### src/rtl/rxring_pkg.sv
package rxring_pkg;
  localparam int LEN_W   = 11;
  localparam int B_OWN   = 31;
  localparam int B_FIRST = 29;
  localparam int B_LASTD = 28;
  localparam int B_ODD   = 22;
  localparam int B_RUNT  = 21;
  localparam int B_LONG  = 20;
  localparam int B_CRC   = 19;
  localparam int B_BUS   = 18;
  localparam int B_BC    = 17;
  localparam int B_MC    = 16;
  localparam int B_END   = 31;  // within the high word

  typedef struct packed {
    logic [LEN_W-1:0] len;
    logic odd;
    logic runt;
    logic too_long;
    logic crc;
    logic bus;
    logic bc;
    logic mc;
  } rx_result_t;

  // Low control word as written back: owner cleared, single-descriptor frame.
  function automatic logic [31:0] pack_status(rx_result_t r);
    logic [31:0] w;
    w = '0;
    w[B_FIRST] = 1'b1;
    w[B_LASTD] = 1'b1;
    w[B_ODD]   = r.odd;
    w[B_RUNT]  = r.runt;
    w[B_LONG]  = r.too_long;
    w[B_CRC]   = r.crc;
    w[B_BUS]   = r.bus;
    w[B_BC]    = r.bc;
    w[B_MC]    = r.mc;
    w[LEN_W-1:0] = r.len;
    return w;
  endfunction
endpackage

### src/rtl/rxring_table.sv
module rxring_table #(
  parameter int NUM_DESC = 8,
  parameter int IW = $clog2(NUM_DESC)
) (
  input  logic                        clk,
  input  logic                        rst,
  input  logic                        sw_we,
  input  logic [IW-1:0]               sw_idx,
  input  logic                        sw_half,
  input  logic [31:0]                 sw_wdata,
  output logic [31:0]                 sw_rdata,
  input  logic                        wb_en,
  input  logic [IW-1:0]               wb_idx,
  input  logic [31:0]                 wb_lo,
  input  logic [IW-1:0]               cur_idx,
  output logic                        cur_own,
  output logic                        cur_end,
  output logic [rxring_pkg::LEN_W-1:0] cur_size
);
  import rxring_pkg::*;

  logic [31:0] lo_q [NUM_DESC];
  logic [31:0] hi_q [NUM_DESC];
  logic        sw_lo_blocked;

  assign sw_lo_blocked = wb_en && (wb_idx == sw_idx);
  assign cur_own  = lo_q[cur_idx][B_OWN];
  assign cur_end  = hi_q[cur_idx][B_END];
  assign cur_size = hi_q[cur_idx][LEN_W-1:0];

  always_ff @(posedge clk) begin
    if (rst) begin
      for (int i = 0; i < NUM_DESC; i++) begin
        lo_q[i] <= '0;
        hi_q[i] <= '0;
      end
      sw_rdata <= '0;
    end else begin
      sw_rdata <= sw_half ? hi_q[sw_idx] : lo_q[sw_idx];
      if (sw_we && sw_half) hi_q[sw_idx] <= sw_wdata;
      if (sw_we && !sw_half && !sw_lo_blocked) lo_q[sw_idx] <= sw_wdata;
      if (wb_en) lo_q[wb_idx] <= wb_lo;
    end
  end

  // descriptor goes back to software in the writeback step
  a_r3_owner_released: assert property (@(posedge clk) disable iff (rst)
    wb_en |=> !lo_q[$past(wb_idx)][B_OWN]);
  // the writeback value survives a colliding software write
  a_r11_wb_wins: assert property (@(posedge clk) disable iff (rst)
    (wb_en && sw_we && !sw_half && sw_idx == wb_idx) |=> lo_q[$past(wb_idx)] == $past(wb_lo));
endmodule

### src/rtl/rxring_frame.sv
module rxring_frame #(
  parameter int MIN_FRAME = 64
) (
  input  logic                         clk,
  input  logic                         rst,
  input  logic                         beat,
  input  logic                         first,
  input  logic [7:0]                   data,
  input  logic [rxring_pkg::LEN_W-1:0] buf_size,
  output logic [rxring_pkg::LEN_W-1:0] fin_len,
  output logic                         fin_long,
  output logic                         fin_runt,
  output logic                         fin_bc,
  output logic                         fin_mc
);
  import rxring_pkg::*;
  localparam int HDR = 6;
  localparam int HW  = $clog2(HDR + 1);

  logic [LEN_W-1:0] cnt_q, b_cnt, n_cnt;
  logic [HW-1:0]    hpos_q, b_hpos, n_hpos;
  logic             over_q, bc_q, mc_q;
  logic             b_over, b_bc, b_mc, n_over, n_bc, n_mc, room;

  always_comb begin
    b_cnt  = first ? '0   : cnt_q;
    b_hpos = first ? '0   : hpos_q;
    b_over = first ? 1'b0 : over_q;
    b_bc   = first ? 1'b1 : bc_q;
    b_mc   = first ? 1'b0 : mc_q;
    room   = b_cnt < buf_size;
    n_cnt  = room ? b_cnt + 1'b1 : b_cnt;
    n_over = b_over | !room;
    n_bc   = b_bc;
    n_mc   = b_mc;
    n_hpos = b_hpos;
    if (b_hpos < HW'(HDR)) begin
      n_bc   = b_bc & (data == 8'hFF);
      n_hpos = b_hpos + 1'b1;
    end
    if (b_hpos == '0) n_mc = data[0];
  end

  assign fin_len  = n_cnt;
  assign fin_long = n_over;
  assign fin_bc   = n_bc && (n_hpos == HW'(HDR));
  assign fin_mc   = n_mc && !fin_bc;
  assign fin_runt = !n_over && (n_cnt < LEN_W'(MIN_FRAME));

  always_ff @(posedge clk) begin
    if (rst) begin
      cnt_q <= '0; hpos_q <= '0; over_q <= 1'b0; bc_q <= 1'b0; mc_q <= 1'b0;
    end else if (beat) begin
      cnt_q <= n_cnt; hpos_q <= n_hpos; over_q <= n_over; bc_q <= n_bc; mc_q <= n_mc;
    end
  end

  // reported length never exceeds the buffer
  a_r4_len_capped: assert property (@(posedge clk) disable iff (rst)
    beat |-> fin_len <= buf_size);
  // runt and too-long never both
  a_r5_runt_excl: assert property (@(posedge clk) disable iff (rst)
    beat |-> !(fin_runt && fin_long));
endmodule

### src/rtl/rxring_ctrl.sv
module rxring_ctrl #(
  parameter int NUM_DESC = 8,
  parameter int IW = $clog2(NUM_DESC)
) (
  input  logic          clk,
  input  logic          rst,
  input  logic          rx_valid,
  input  logic          rx_last,
  input  logic          cur_own,
  input  logic          cur_end,
  output logic [IW-1:0] cur_idx,
  output logic          first_beat,
  output logic          wb_en,
  output logic          irq_rxok,
  output logic          irq_nobuf
);
  logic in_frame, accept_q, accept_now, wrap;

  assign first_beat = rx_valid && !in_frame;
  assign accept_now = first_beat ? cur_own : accept_q;
  assign wb_en      = rx_valid && rx_last && accept_now;
  assign wrap       = cur_end || (cur_idx == IW'(NUM_DESC - 1));

  always_ff @(posedge clk) begin
    if (rst) begin
      in_frame <= 1'b0; accept_q <= 1'b0; cur_idx <= '0;
      irq_rxok <= 1'b0; irq_nobuf <= 1'b0;
    end else begin
      if (rx_valid) in_frame <= !rx_last;
      if (first_beat) accept_q <= cur_own;
      irq_rxok  <= wb_en;
      irq_nobuf <= first_beat && !cur_own;
      if (wb_en) cur_idx <= wrap ? '0 : cur_idx + 1'b1;
    end
  end

  // wrap on end marker
  a_r8_wrap: assert property (@(posedge clk) disable iff (rst)
    (wb_en && cur_end) |=> cur_idx == '0);
  // plain step to next entry
  a_r8_step: assert property (@(posedge clk) disable iff (rst)
    (wb_en && !cur_end && cur_idx != IW'(NUM_DESC - 1)) |=> cur_idx == $past(cur_idx) + 1'b1);
  // index holds without a writeback
  a_r9_hold: assert property (@(posedge clk) disable iff (rst)
    !wb_en |=> $stable(cur_idx));
  // the two interrupt pulses never coincide
  a_r9_irq_excl: assert property (@(posedge clk) disable iff (rst)
    !(irq_rxok && irq_nobuf));
endmodule

### src/rtl/rxring_top.sv
module rxring_top #(
  parameter int NUM_DESC  = 8,
  parameter int MIN_FRAME = 64,
  parameter int IW = $clog2(NUM_DESC)
) (
  input  logic          clk,
  input  logic          rst,
  input  logic          sw_we,
  input  logic [IW:0]   sw_addr,
  input  logic [31:0]   sw_wdata,
  output logic [31:0]   sw_rdata,
  input  logic          rx_valid,
  input  logic [7:0]    rx_data,
  input  logic          rx_last,
  input  logic          rx_odd_nib,
  input  logic          rx_crc_err,
  input  logic          rx_bus_err,
  output logic          irq_rxok,
  output logic          irq_nobuf
);
  import rxring_pkg::*;

  logic [IW-1:0]    cur_idx;
  logic             cur_own, cur_end, first_beat, wb_en;
  logic [LEN_W-1:0] cur_size;
  rx_result_t       res;
  logic [31:0]      wb_lo;

  rxring_table #(.NUM_DESC(NUM_DESC), .IW(IW)) u_table (
    .clk(clk), .rst(rst), .sw_we(sw_we), .sw_idx(sw_addr[IW:1]), .sw_half(sw_addr[0]),
    .sw_wdata(sw_wdata), .sw_rdata(sw_rdata), .wb_en(wb_en), .wb_idx(cur_idx),
    .wb_lo(wb_lo), .cur_idx(cur_idx), .cur_own(cur_own), .cur_end(cur_end),
    .cur_size(cur_size));

  rxring_frame #(.MIN_FRAME(MIN_FRAME)) u_frame (
    .clk(clk), .rst(rst), .beat(rx_valid), .first(first_beat), .data(rx_data),
    .buf_size(cur_size), .fin_len(res.len), .fin_long(res.too_long),
    .fin_runt(res.runt), .fin_bc(res.bc), .fin_mc(res.mc));

  assign res.odd = rx_odd_nib;
  assign res.crc = rx_crc_err;
  assign res.bus = rx_bus_err;
  assign wb_lo   = pack_status(res);

  rxring_ctrl #(.NUM_DESC(NUM_DESC), .IW(IW)) u_ctrl (
    .clk(clk), .rst(rst), .rx_valid(rx_valid), .rx_last(rx_last),
    .cur_own(cur_own), .cur_end(cur_end), .cur_idx(cur_idx),
    .first_beat(first_beat), .wb_en(wb_en), .irq_rxok(irq_rxok),
    .irq_nobuf(irq_nobuf));
endmodule

### config.mk
export PLATFORM = sky130hd
export DESIGN_NAME = rxring_top
export DESIGN_NICKNAME = d
export VERILOG_FILES = /design/src/rtl/rxring_pkg.sv /design/src/rtl/rxring_table.sv /design/src/rtl/rxring_frame.sv /design/src/rtl/rxring_ctrl.sv /design/src/rtl/rxring_top.sv
export SDC_FILE = /design/constraint.sdc
export NUM_CORES = 1
export LEC_CHECK = 0
export BUFFER_PORTS_ARGS = -buffer_cell sky130_fd_sc_hd__buf_2
export CAP_MARGIN = 10
export CELL_PAD_IN_SITES_DETAIL_PLACEMENT = 1
export CELL_PAD_IN_SITES_GLOBAL_PLACEMENT = 2
export CORE_ASPECT_RATIO = 1.2
export CORE_MARGIN = 10
export CORE_UTILIZATION = 48
export CTS_CLUSTER_DIAMETER = 200
export DETAILED_ROUTE_END_ITERATION = 10
export GPL_TIMING_DRIVEN = 0
export PLACE_DENSITY_LB_ADDON = 0.1
export SLEW_MARGIN = 20
export SYNTH_ARGS = -nofsm -noshare
export SYNTH_HDL_FRONTEND = slang
export SYNTH_HIERARCHICAL = 1
export SYNTH_SLANG_ARGS = --single-unit
### constraint.sdc
create_clock -name clk -period 10 [get_ports clk]
set_clock_uncertainty 0.2 [all_clocks]
set_input_delay 1 -clock clk [delete_from_list [all_inputs] [get_ports clk]]
set_output_delay 1 -clock clk [all_outputs]
set_load 0.005 [all_outputs]
# --- After elaboration in Yosys (flattened, before gate mapping) ---
# Memories as Yosys holds them, arrays and structs flattened. A register that Yosys moved wholly into a read port is not among the register bits.
# Cells that the tools add are included.
# W data, S select, Z words.
op_classes:
  n_addsub: 3
  order_cmp: 3
  eq_ne: 4
  mux: 36
  n_bitwise: 2
  reduce_logical: 24
ops:
  columns: ["operator", "n"]
  rows:
  - ["$mux W32", 4]
  - ["$reduce_or A32 Y1", 3]
  - ["$mux W3", 10]
  - ["$mux W11", 2]
  - ["$mux W1", 20]
  - ["$add A11 B1 Y11 const B", 1]
  - ["$logic_and A1 B1 Y1", 11]
  - ["$lt A11 B11 Y1", 1]
  - ["$lt A11 B7 Y1 const B", 1]
  - ["$eq A8 B8 Y1 const B", 1]
  - ["$logic_not A1 Y1", 8]
  - ["$add A3 B1 Y3 const B", 2]
  - ["$eq A3 B3 Y1 const B", 2]
  - ["$eq A3 B3 Y1", 1]
  - ["$logic_not A3 Y1", 1]
  - ["$lt A3 B3 Y1 const B", 1]
  - ["$and A1 B1 Y1", 1]
  - ["$logic_or A1 B1 Y1", 1]
  - ["$or A1 B1 Y1", 1]
totals:
  reg_bits: 56
  ram_bits: 512
  input_bits: 52
  output_inout_bits: 34
  word_cells: 85
  n_memories: 2
memory_table:
  columns: ["name", "words", "width", "rd", "rd_clocked_by_memory_dff", "write_ports", "line_no", "source"]
  rows:
  - ["u_table.hi_q", 8, 32, 2, 1, 8, "rxring_table.sv:23", "logic [31:0] hi_q [NUM_DESC];"]
  - ["u_table.lo_q", 8, 32, 2, 1, 8, "rxring_table.sv:22", "logic [31:0] lo_q [NUM_DESC];"]

# --- Depth between registers and ports, before layout ---
# Gate-level depths: netlist of the first run.
logic_depth:
  ltp_word: 12
  depth_mapped: 16
  ltp_nobuf: 12

# --- Cells and area by module ---
# Netlist of the first run, hierarchy kept.
modules_own_cells:
  columns: ["mod", "n_inst", "cells_per_inst", "area_per_inst_um2", "seq_area_each_um2"]
  rows:
  - ["rxring_table", 1, 1884, 26092.5, 16015.4]
  - ["rxring_frame", 1, 224, 1614.0, 340.3]
  - ["rxring_ctrl", 1, 30, 315.3, 140.1]
  - ["rxring_top", 1, 2, 7.5, 0.0]

# --- Worst setup path before layout of the first run ---
# Ideal clock, no wire load.
synth_timing:
  path_kind: "input port to flip-flop"
  start: "in rx_valid"
  end: "mem u_table.lo_q[1][21], data pin"
  setup_ns: 0.257
  arrival_time_ns: 3.961
  required_ns: 9.543
  path_slack_ns: 5.583
  cell_stages: 16
  path_buffers: 5
  path_cell_list: "nand2b_1 inv_1 buf_4 clkbuf_1 clkbuf_1 nor2b_1 ha_1 o21ai_0 a31oi_1 o2111a_1 or3_1 clkbuf_1 o21ai_0 a21oi_1 clkdlybuf4s25_2 a22o_2"
synth_lines:
  columns: ["item", "line_no", "source"]
  rows:
  - ["start, declared", "rxring_top.sv:12", "input logic rx_valid,"]
  - ["end, declared", "rxring_table.sv:22", null]

==> results of run 1 <==
## worst min path at each step
stage            startpoint            to  slack, ns
4_1_cts        u_frame/mc_q  u_frame/mc_q       0.29
3_5_place_dp   u_frame/mc_q  u_frame/mc_q       0.27
5_1_grt        u_frame/bc_q  u_frame/bc_q       0.32
2_1_floorplan  u_frame/mc_q  u_frame/mc_q       0.25
3_3_place_gp   u_frame/mc_q  u_frame/mc_q       0.26
6_report       u_frame/mc_q  u_frame/mc_q       0.28
## worst max-delay path, cell delays in order, from the launching register on
cell and delay (ns):
dfxtp_1 0.39, clkbuf_1 0.50, clkbuf_1 0.87, mux4_2 0.41, mux2_2 0.31, inv_1 0.08
ha_1 0.24, a21o_1 0.16, a21o_1 0.18, a21o_1 0.20, nor3_2 0.55, buf_2 0.36
o2111ai_1 0.17, a21oi_1 0.44, clkdlybuf4s25_2 0.43, a22o_2 0.17
## metrics by stage
step                      cells  utilization (%)  setup slack [ns]  cell area, µm²  total power, W
after global routing       3087             54.7              4.10           31400         0.00541
after detailed placement   2976             51.5              4.14           29600         0.00326
after floorplan            2152                -              5.58           28100         0.00303
after global placement     2968             51.1              3.85           29400         0.00323
after CTS                  3084             54.5              4.29           31400         0.00528
final                      3087             54.7              4.22           31400         0.00527
## report_power, final
group          leakage (nW)  total, W  switching [W]  internal, W
clock network         0.849   0.00204       0.000919      0.00112
registers              5.49   0.00276      0.0000478      0.00271
logic                  4.98  0.000462       0.000318     0.000144
## Yosys cell counts, drive strengths merged (11+ instances only)
master	instances	area share, %
buf	76	2.0
nor2	32	0.46
a21oi	14	0.25
a22o	376	12
nand2b	12	0.27
inv	50	0.67
ha	13	0.58
o41ai	30	0.94
nor2b	18	0.44
clkbuf	164	2.2
o221ai	30	0.94
dfxtp	56	4.0
a221o	60	2.1
mux2	15	0.60
xnor2	12	0.37
nor3	11	0.42
edfxtp	512	55
a21boi	30	0.80
nand2	123	1.6
a221oi	34	1.1
o21ai	48	0.86
and2	258	5.8
mux4	29	2.3
## state kept, by name, indices dropped and copies added, names as in the netlist
signal            cells
u_table/sw_rdata     32
u_frame/cnt_q        11
u_ctrl/in_frame       1
u_ctrl/irq_nobuf      1
u_frame/over_q        1
u_ctrl/accept_q       1
u_ctrl/irq_rxok       1
u_frame/mc_q          1
u_table/lo_q        256
u_frame/hpos_q        3
u_table/hi_q        256
u_frame/bc_q          1
u_ctrl/cur_idx        3
## final cells by class
type | instances | area (µm²)
clock inverter | 25 | 151
inverter | 51 | 191
timing repair buffer | 91 | 613
clock buffer | 83 | 1590
multi-input combinational | 1283 | 10200
sequential | 568 | 16500
buffer | 250 | 1280
antenna | 1 | 2.50
fill | 5748 | 26100
tap | 735 | 920
## logic make-up (layout without fill, tap and decap cells)
logic type                 count (synthesis)  count (layout)  synth area share, %
muxes                                     54              54                 3.29
other                                      2              15               0.0268
xor gates and xnor gates                  14              14                0.437
buffers and inverters                    301             500                 5.27
adders and majority gates                 14              14                0.620
and+or+nand+nor                          529             529                 11.1
AOI/OAI and AO/OA                        658             658                 20.4
DFF                                      568             568                 58.9
## per-layer routing
layer  part of all wire (%)  global-route usage (%)  vias to the layer above  routed length, µm
met2                     50                    49.3                      959              49800
met5                  0.013                       0                        -                 13
met3                    8.3                    5.40                      221               8300
met1                     38                    35.1                    10500              38200
li1                       -                       -                     8672                  -
met4                    3.6                    10.1                        2               3610
==> results.toml, run 1 <==
[outcome]
outcome = "finished clean"

[sta]
hold_ws_ns = 0.285
rsz0062_at_grt = "false"
fmax_mhz = 173
max_slew.worst_pin.slew_ns = 1.33
setup_tns_ns = 0
min_period_ns = 5.78
finalMaxSlewViolations = 0
post-route-period-util_pct = 57.8
finalHoldViolCount = 0
slew_headroom_pct = 10.2
setup-violations-final = 0

[worst_setup_path]
critPathCaptureType = "register"
critPathCapture = "u_table/lo_q[1][21]"
r2r-end = "u_table/lo_q[1][21]"
rrSetupSlack_ns = 4.22
crit_start = "u_ctrl/cur_idx[1]"
r2r_cells = 15
critical_path_class = "reg2reg"
worstPathArrival_ns = 6.09
start_kind = "register"
r2r_start = "u_ctrl/cur_idx[1]"
required_ns = 10.30
cp_max_fo = 10

[floorplanning]
rows = 96
core_area_um2 = 57500
io-pin-count = 86
die_area_um2 = 68500
die_h_um = 285
start_util_pct = 48.7
die_w_um = 241

[detailed_routing]
wl_per_cell_um = 32.4
routed_wl_um = 99900
drt_iter0_drc = 1885
drcViolationCount = 0
ant_nets = 0
vias_per_cell = 6.60
via_count = 20400
first_pass_iters = 5

[yosys]
ys_warn_count = 6
syn_area_um2 = 28000
seq_area_frac_synth_pct = 58.9
syn_avg_cell_area_um2 = 13.1
syn-instance-count = 2140
async_flop_share_pct = 0
yosysUniqueCellTypes = 78
synth_seq_cells = 568
synth_edf_count = 512
synthFlopType = "edfxtp_1"

[global_routing]
antenna_found_initial = 3
grt_pass1_vias = 21000
grt_start_max_net_pins = 33
overflow = 0
grt_pass1_wl_um = 143000
grt.total_usage_pct = 28.6

[layout]
drive_gt1_share_pct = 19.9
final_cell_mix = "edfxtp_1 (512), and2_1 (257), a22o_1 (237), clkbuf_1 (185), a22o_2 (139)"
nNetsFinal = 2368
syn_to_final_growth_pct = 12.2
layout_commonest_cell = "edfxtp_1"

[placed_design]
port-buffer-count = 81
gp_congestion = 0.901
hpwl_um = 70200

[cts]
cts_hold_buffers = 0
cts_root_buf = "clkbuf_16"
cts_buffer_depth = 3
post_cts_buffers = 0
clock_latency_ns = 0.63
numCtsBuffers = 58
clock-sinks = 568
postCtsResizedCells = 0
cts_tree = "yes"
h-tree-depth = 2
clk_pin_slew_worst_paths_ns = 0.07

[run]
maxCapViolCount = 0

[pwr]
p_per_area_nw_per_um2 = 167
leakagePower_nw = 11.3
ir_worst_vdd_mv = 0.139

[min_path]
hp-class = "reg2reg"
min_path_cells = 2
Power figures use the tool's default switching activity.
==> inputs of run 2 (changes only) <==
--- a/config.mk
+++ b/config.mk
@@ -11,7 +11,7 @@
 export CELL_PAD_IN_SITES_GLOBAL_PLACEMENT = 2
 export CORE_ASPECT_RATIO = 1.2
 export CORE_MARGIN = 10
-export CORE_UTILIZATION = 48
+export CORE_UTILIZATION = 40
 export CTS_CLUSTER_DIAMETER = 200
 export DETAILED_ROUTE_END_ITERATION = 10
 export GPL_TIMING_DRIVEN = 0
==> constraint.sdc (replaced) <==
create_clock -name clk -period 4.9 [get_ports clk]
set_clock_uncertainty 0.2 [all_clocks]
set_input_delay 0.49 -clock clk [delete_from_list [all_inputs] [get_ports clk]]
set_output_delay 0.49 -clock clk [all_outputs]
set_load 0.005 [all_outputs]
==> results.toml, run 2 (synthesis gave the netlist of run 1 again) <==
[cts]
numCtsBuffers = 60
clk_pin_slew_worst_paths_ns = 0.06
clock_latency_ns = 0.64
clock-sinks = 568
h-tree-depth = 2
cts_tree = "yes"
cts_root_buf = "clkbuf_16"
cts_buffer_depth = 3

[layout]
top_regs = "u_table/hi_q x256, u_table/lo_q x256, u_table/sw_rdata x32"
nNetsFinal = 2376
syn_to_final_growth_pct = 14.4
layout_commonest_cell = "edfxtp_1"
final_cell_area_um2 = 32100
final_cell_mix = "edfxtp_1 (512), and2_1 (257), a22o_1 (237), clkbuf_1 (166), a22o_2 (139)"
drive_gt1_share_pct = 21.3
fin_util_pct = 46.0

[sta]
fin_ws_ns = 0.0304
post-route-period-util_pct = 99.4
setup-violations-final = 0
max_slew.worst_pin.slew_ns = 1.22
hold_ws_ns = 0.0406
rsz0062_at_grt = "true"
finalHoldViolCount = 0
slew_headroom_pct = 17.5
setup_tns_ns = 0
min_period_ns = 4.87
finalMaxSlewViolations = 0
fmax_mhz = 205

[floorplanning]
die_w_um = 262
die_area_um2 = 81100
core_area_um2 = 69600
die_h_um = 310
io-pin-count = 86
rows = 106
start_util_pct = 40.3

[worst_setup_path]
r2r_cells = 10
worstPathArrival_ns = 4.90
cp_slowest_cell = "or3_2"
cp_max_fo = 32
cp_slowest_stage_delay_ns = 0.90
critPathCaptureType = "register"
start_kind = "register"
crit_chain = "clkbuf_2 > clkbuf_4 > mux4_2 > mux2_2 > mux2i_1 > nor2_2 > nand3b_1 > nor2_1 > nor3b_4 > or3_2"
r2r-end = "u_table/lo_q[3][27]"
required_ns = 4.93
critical_path_class = "reg2reg"
cp_top_family = "simple AND/OR/NAND/NOR gates"
critPathBufInv = 2
r2r_start = "u_ctrl/cur_idx[1]"
rrSetupSlack_ns = 0.03

[outcome]
outcome = "finished clean"

[min_path]
worstHoldStart = "sw_wdata[24]"
min_path_cells = 2
min_to = "u_table/lo_q[2][24]"
hp-class = "in2reg"

[pwr]
ir_worst_vdd_mv = 0.275
leakagePower_nw = 11.5
p_per_area_nw_per_um2 = 345

[global_routing]
antenna_found_initial = 5
grt_pass1_wl_um = 151000
grt_start_max_net_pins = 33
overflow = 0
grt_pass1_vias = 20900
grt.total_usage_pct = 26.0

[detailed_routing]
via_count = 20300
wl_per_cell_um = 32.7
first_pass_iters = 5
routed_wl_um = 107000
drt_iter0_drc = 1857
ant_nets = 0
drcViolationCount = 0
vias_per_cell = 6.20

[placed_design]
gp_congestion = 0.831
dpl-instance-area_um2 = 29900
port-buffer-count = 81
post-place-ws_ns = -1.14
hpwl_um = 73900

[run]
maxCapViolCount = 0
[run 2: cell count changes in the layout (fill, tap and decap cells not counted), moves of 5 or more]
cell and change:
clkbuf_1 -19, clkinv_2 +8, o41ai_1 -6, o41ai_2 +6, buf_4 +5
[run 2: power by group]
group | leakage (nW) | total, W | switching (W) | internal [W]
clock network | 0.936 | 0.00446 | 0.00196 | 0.00250
registers | 5.49 | 0.00563 | 0.0000916 | 0.00553
logic | 5.10 | 0.000978 | 0.000675 | 0.000303
total | 11.5 | 0.0111 | 0.00273 | 0.00834
[run 2: cell type report]
type / count / area, µm²
well taps: 918 / 1150
diodes: 2 / 5.00
inverters: 51 / 191
plain buffers: 248 / 1310
repair buffers: 99 / 706
clock inverters: 37 / 264
flip-flops and latches: 568 / 16500
fillers: 7173 / 37600
clock buffers: 75 / 1630
multi-input cells: 1283 / 10300
[run 2: worst max-delay path by stage]
stage / to / startpoint / slack (ns) / cells after the start
global placement: u_table/lo_q[2][19] / u_ctrl/cur_idx[1] / -1.50 / 11
global route: u_table/lo_q[3][27] / u_ctrl/cur_idx[1] / -0.08 / 10
finish: u_table/lo_q[3][27] / u_ctrl/cur_idx[1] / 0.03 / 10
floorplan: u_table/lo_q[4][0] / u_ctrl/cur_idx[0] / 0.61 / 11
detailed placement: u_table/lo_q[0][21] / u_ctrl/cur_idx[1] / -1.14 / 15
CTS: u_table/lo_q[7][21] / u_ctrl/cur_idx[0] / 0.001 / 15
[run 2: timing repair]
action	4_1_cts	5_1_grt
pin swaps	0	2
cloned	0	0
buffers inserted	0	5
endpoints found under the setup margin	480	136
hold endpoints to repair	3	0
resized for setup	21	7
hold buffers	2	0
[run 2: per-layer routing]
metal / global-route usage [%] / routed length [µm]
met3: 4.69 / 7780
met5: 0 / 43
met1: 33.1 / 43200
met4: 8.58 / 3490
met2: 44.2 / 52700
[run 2: per-stage QoR]
stage               total power, W  cells
global route                0.0114   3279
global placement           0.00663   3151
floorplan                  0.00619   2152
detailed placement         0.00668   3159
CTS                         0.0111   3272
finish                      0.0111   3281
[run 2: worst reg2reg max path: stages (launching register included)]
cell and delay [ns]:
dfxtp_1 0.40, clkbuf_2 0.32, clkbuf_4 0.39, mux4_2 0.28, mux2_2 0.23, mux2i_1 0.12
nor2_2 0.39, nand3b_1 0.27, nor2_1 0.73, nor3b_4 0.20, or3_2 0.90
==> inputs of run 3 (changes only) <==
--- a/config.mk
+++ b/config.mk
@@ -11,7 +11,7 @@
 export CELL_PAD_IN_SITES_GLOBAL_PLACEMENT = 2
 export CORE_ASPECT_RATIO = 1.2
 export CORE_MARGIN = 10
-export CORE_UTILIZATION = 40
+export CORE_UTILIZATION = 45
 export CTS_CLUSTER_DIAMETER = 200
 export DETAILED_ROUTE_END_ITERATION = 10
 export GPL_TIMING_DRIVEN = 0
==> constraint.sdc (replaced) <==
create_clock -name clk -period 5.6 [get_ports clk]
set_clock_uncertainty 0.2 [all_clocks]
set_input_delay 0.56 -clock clk [delete_from_list [all_inputs] [get_ports clk]]
set_output_delay 0.56 -clock clk [all_outputs]
set_load 0.005 [all_outputs]
==> results.toml, run 3 (synthesis gave the netlist of run 1 again) <==
[outcome]
outcome = "finished clean"

[min_path]
hp-class = "in2reg"

[sta]
fin_ws_ns = 0.278
rsz0062_at_grt = "false"
slew_headroom_pct = 12.0
min_period_ns = 5.32
post-route-period-util_pct = 95.0
fmax_mhz = 188
finalHoldViolCount = 0
setup-violations-final = 0
finalMaxSlewViolations = 0
max_slew.worst_pin.slew_ns = 1.30

[pwr]
p_per_area_nw_per_um2 = 315
power.net_switching_w = 0.00239
power_frac_comb_pct = 8.3
leakagePower_nw = 11.6
fin_total_pwr_w = 0.0101
p_int_w = 0.00769
switching_share_pct = 23.7
ir_worst_vdd_mv = 0.252
power_frac_clock_pct = 42.8
power_frac_seq_pct = 48.9

[detailed_routing]
drcViolationCount = 0
via_count = 20400
first_pass_iters = 5
drt_iter0_drc = 2214
ant_nets = 0
wl_per_cell_um = 32.9
routed_wl_um = 104000
vias_per_cell = 6.43

[global_routing]
overflow = 0
grt_start_max_net_pins = 33
antenna_found_initial = 1
grt.total_usage_pct = 28.3
grt_pass1_vias = 21300
grt_pass1_wl_um = 149000

[layout]
nNetsFinal = 2370
syn_to_final_growth_pct = 14.3
drive_gt1_share_pct = 21.1
final_cell_mix = "edfxtp_1 (512), and2_1 (257), a22o_1 (237), clkbuf_1 (168), a22o_2 (139)"
top_regs = "u_table/hi_q x256, u_table/lo_q x256, u_table/sw_rdata x32"
fin_util_pct = 51.7
layout_commonest_cell = "edfxtp_1"

[worst_setup_path]
required_ns = 5.73
cp_max_fo = 17
cp_slowest_stage_delay_ns = 0.72
crit_chain = "buf_2 > clkbuf_4 > mux4_2 > mux2_2 > mux2i_1 > nor2_2 > or3b_1 > clkbuf_1 > nor2_2 > nor3_4 > or3_2 > buf_16"
critPathBufInv = 4
start_kind = "register"
crit_top_cell = "nor2_2"
critical_path_class = "reg2reg"
worstPathArrival_ns = 5.45
cp_top_family = "simple AND/OR/NAND/NOR gates"
cp_slowest_cell = "or3_2"
critPathCaptureType = "register"

[run]
maxCapViolCount = 0

[placed_design]
gp_congestion = 0.902
hpwl_um = 71900
port-buffer-count = 81
post-place-ws_ns = -0.309

[floorplanning]
core_area_um2 = 61900
die_w_um = 248
start_util_pct = 45.3
die_area_um2 = 72700
io-pin-count = 86
die_h_um = 293
rows = 100

[cts]
cts_tree = "yes"
numCtsBuffers = 59
h-tree-depth = 2
clock-sinks = 568
clk_pin_slew_worst_paths_ns = 0.06
cts_root_buf = "clkbuf_16"
cts_buffer_depth = 3
clock_latency_ns = 0.64
[run 3: what timing repair did]
| action | CTS | global route |
|---|---|---|
| gates resized for setup | 3 | 5 |
| hold buffers | 0 | 0 |
| setup buffers | 0 | 0 |
| endpoints found under the setup margin | 115 | 13 |
[run 3: power by group through the flow]
stage	registers (W)	clock network [W]	logic, W
6_report	0.00493	0.00431	0.000842
5_1_grt	0.00494	0.00455	0.000887
4_1_cts	0.00493	0.00437	0.000822
3_5_place_dp	0.00501	0	0.000817
3_3_place_gp	0.00500	0	0.000780
2_1_floorplan	0.00499	0	0.000427
[run 3: worst register-to-register path: stages, from the launching register on]
cell	delay (ns)
dfxtp_1	0.45
buf_2	0.36
clkbuf_4	0.41
mux4_2	0.60
mux2_2	0.35
mux2i_1	0.23
nor2_2	0.15
or3b_1	0.20
clkbuf_1	0.27
nor2_2	0.22
nor3_4	0.60
or3_2	0.72
buf_16	0.26
[run 3: final timing paths]
kind / startpoint / end / slack, ns / cells past startpoint
max reg2reg: u_ctrl/cur_idx[0] / u_table/lo_q[2][9] / 0.28 / 12
min: rx_last / u_ctrl/irq_rxok / 0.05 / 3
max: u_ctrl/cur_idx[0] / u_table/lo_q[2][9] / 0.28 / 12
min reg2reg: u_frame/mc_q / u_frame/mc_q / 0.30 / 2
[run 3: per-layer routing]
metal / track usage, % / part of all wire (%) / vias to the layer above
li1: - / - / 8683
met1: 35.5 / 39 / 10600
met2: 47.9 / 50 / 897
met3: 4.66 / 7.6 / 204
met4: 10.8 / 3.7 / 2
met5: 0 / 0.012 / -
[run 3: cell type report]
type                       count  area, µm²
tap                          816       1020
sequential                   568      16500
antenna                        4       10.0
fill                        6265      29900
inverter                      51        191
clock buffer                  73       1610
multi-input combinational   1283      10200
timing repair buffer          92        671
clock inverter                38        498
buffer                       250       1290
[run 3: metrics by stage]
| stage | std cells | hold slack, ns | TNS [ns] | area, µm² |
|---|---|---|---|---|
| 5_1_grt | 3171 | 0.0520 | 0 | 32000 |
| 3_5_place_dp | 3058 | 0.294 | -11.82 | 29800 |
| 3_3_place_gp | 3049 | 0.259 | -153.57 | 29500 |
| 2_1_floorplan | 2152 | 0.250 | 0 | 28100 |
| 4_1_cts | 3169 | 0.0307 | 0 | 31900 |
| 6_report | 3175 | 0.0538 | 0 | 32000 |
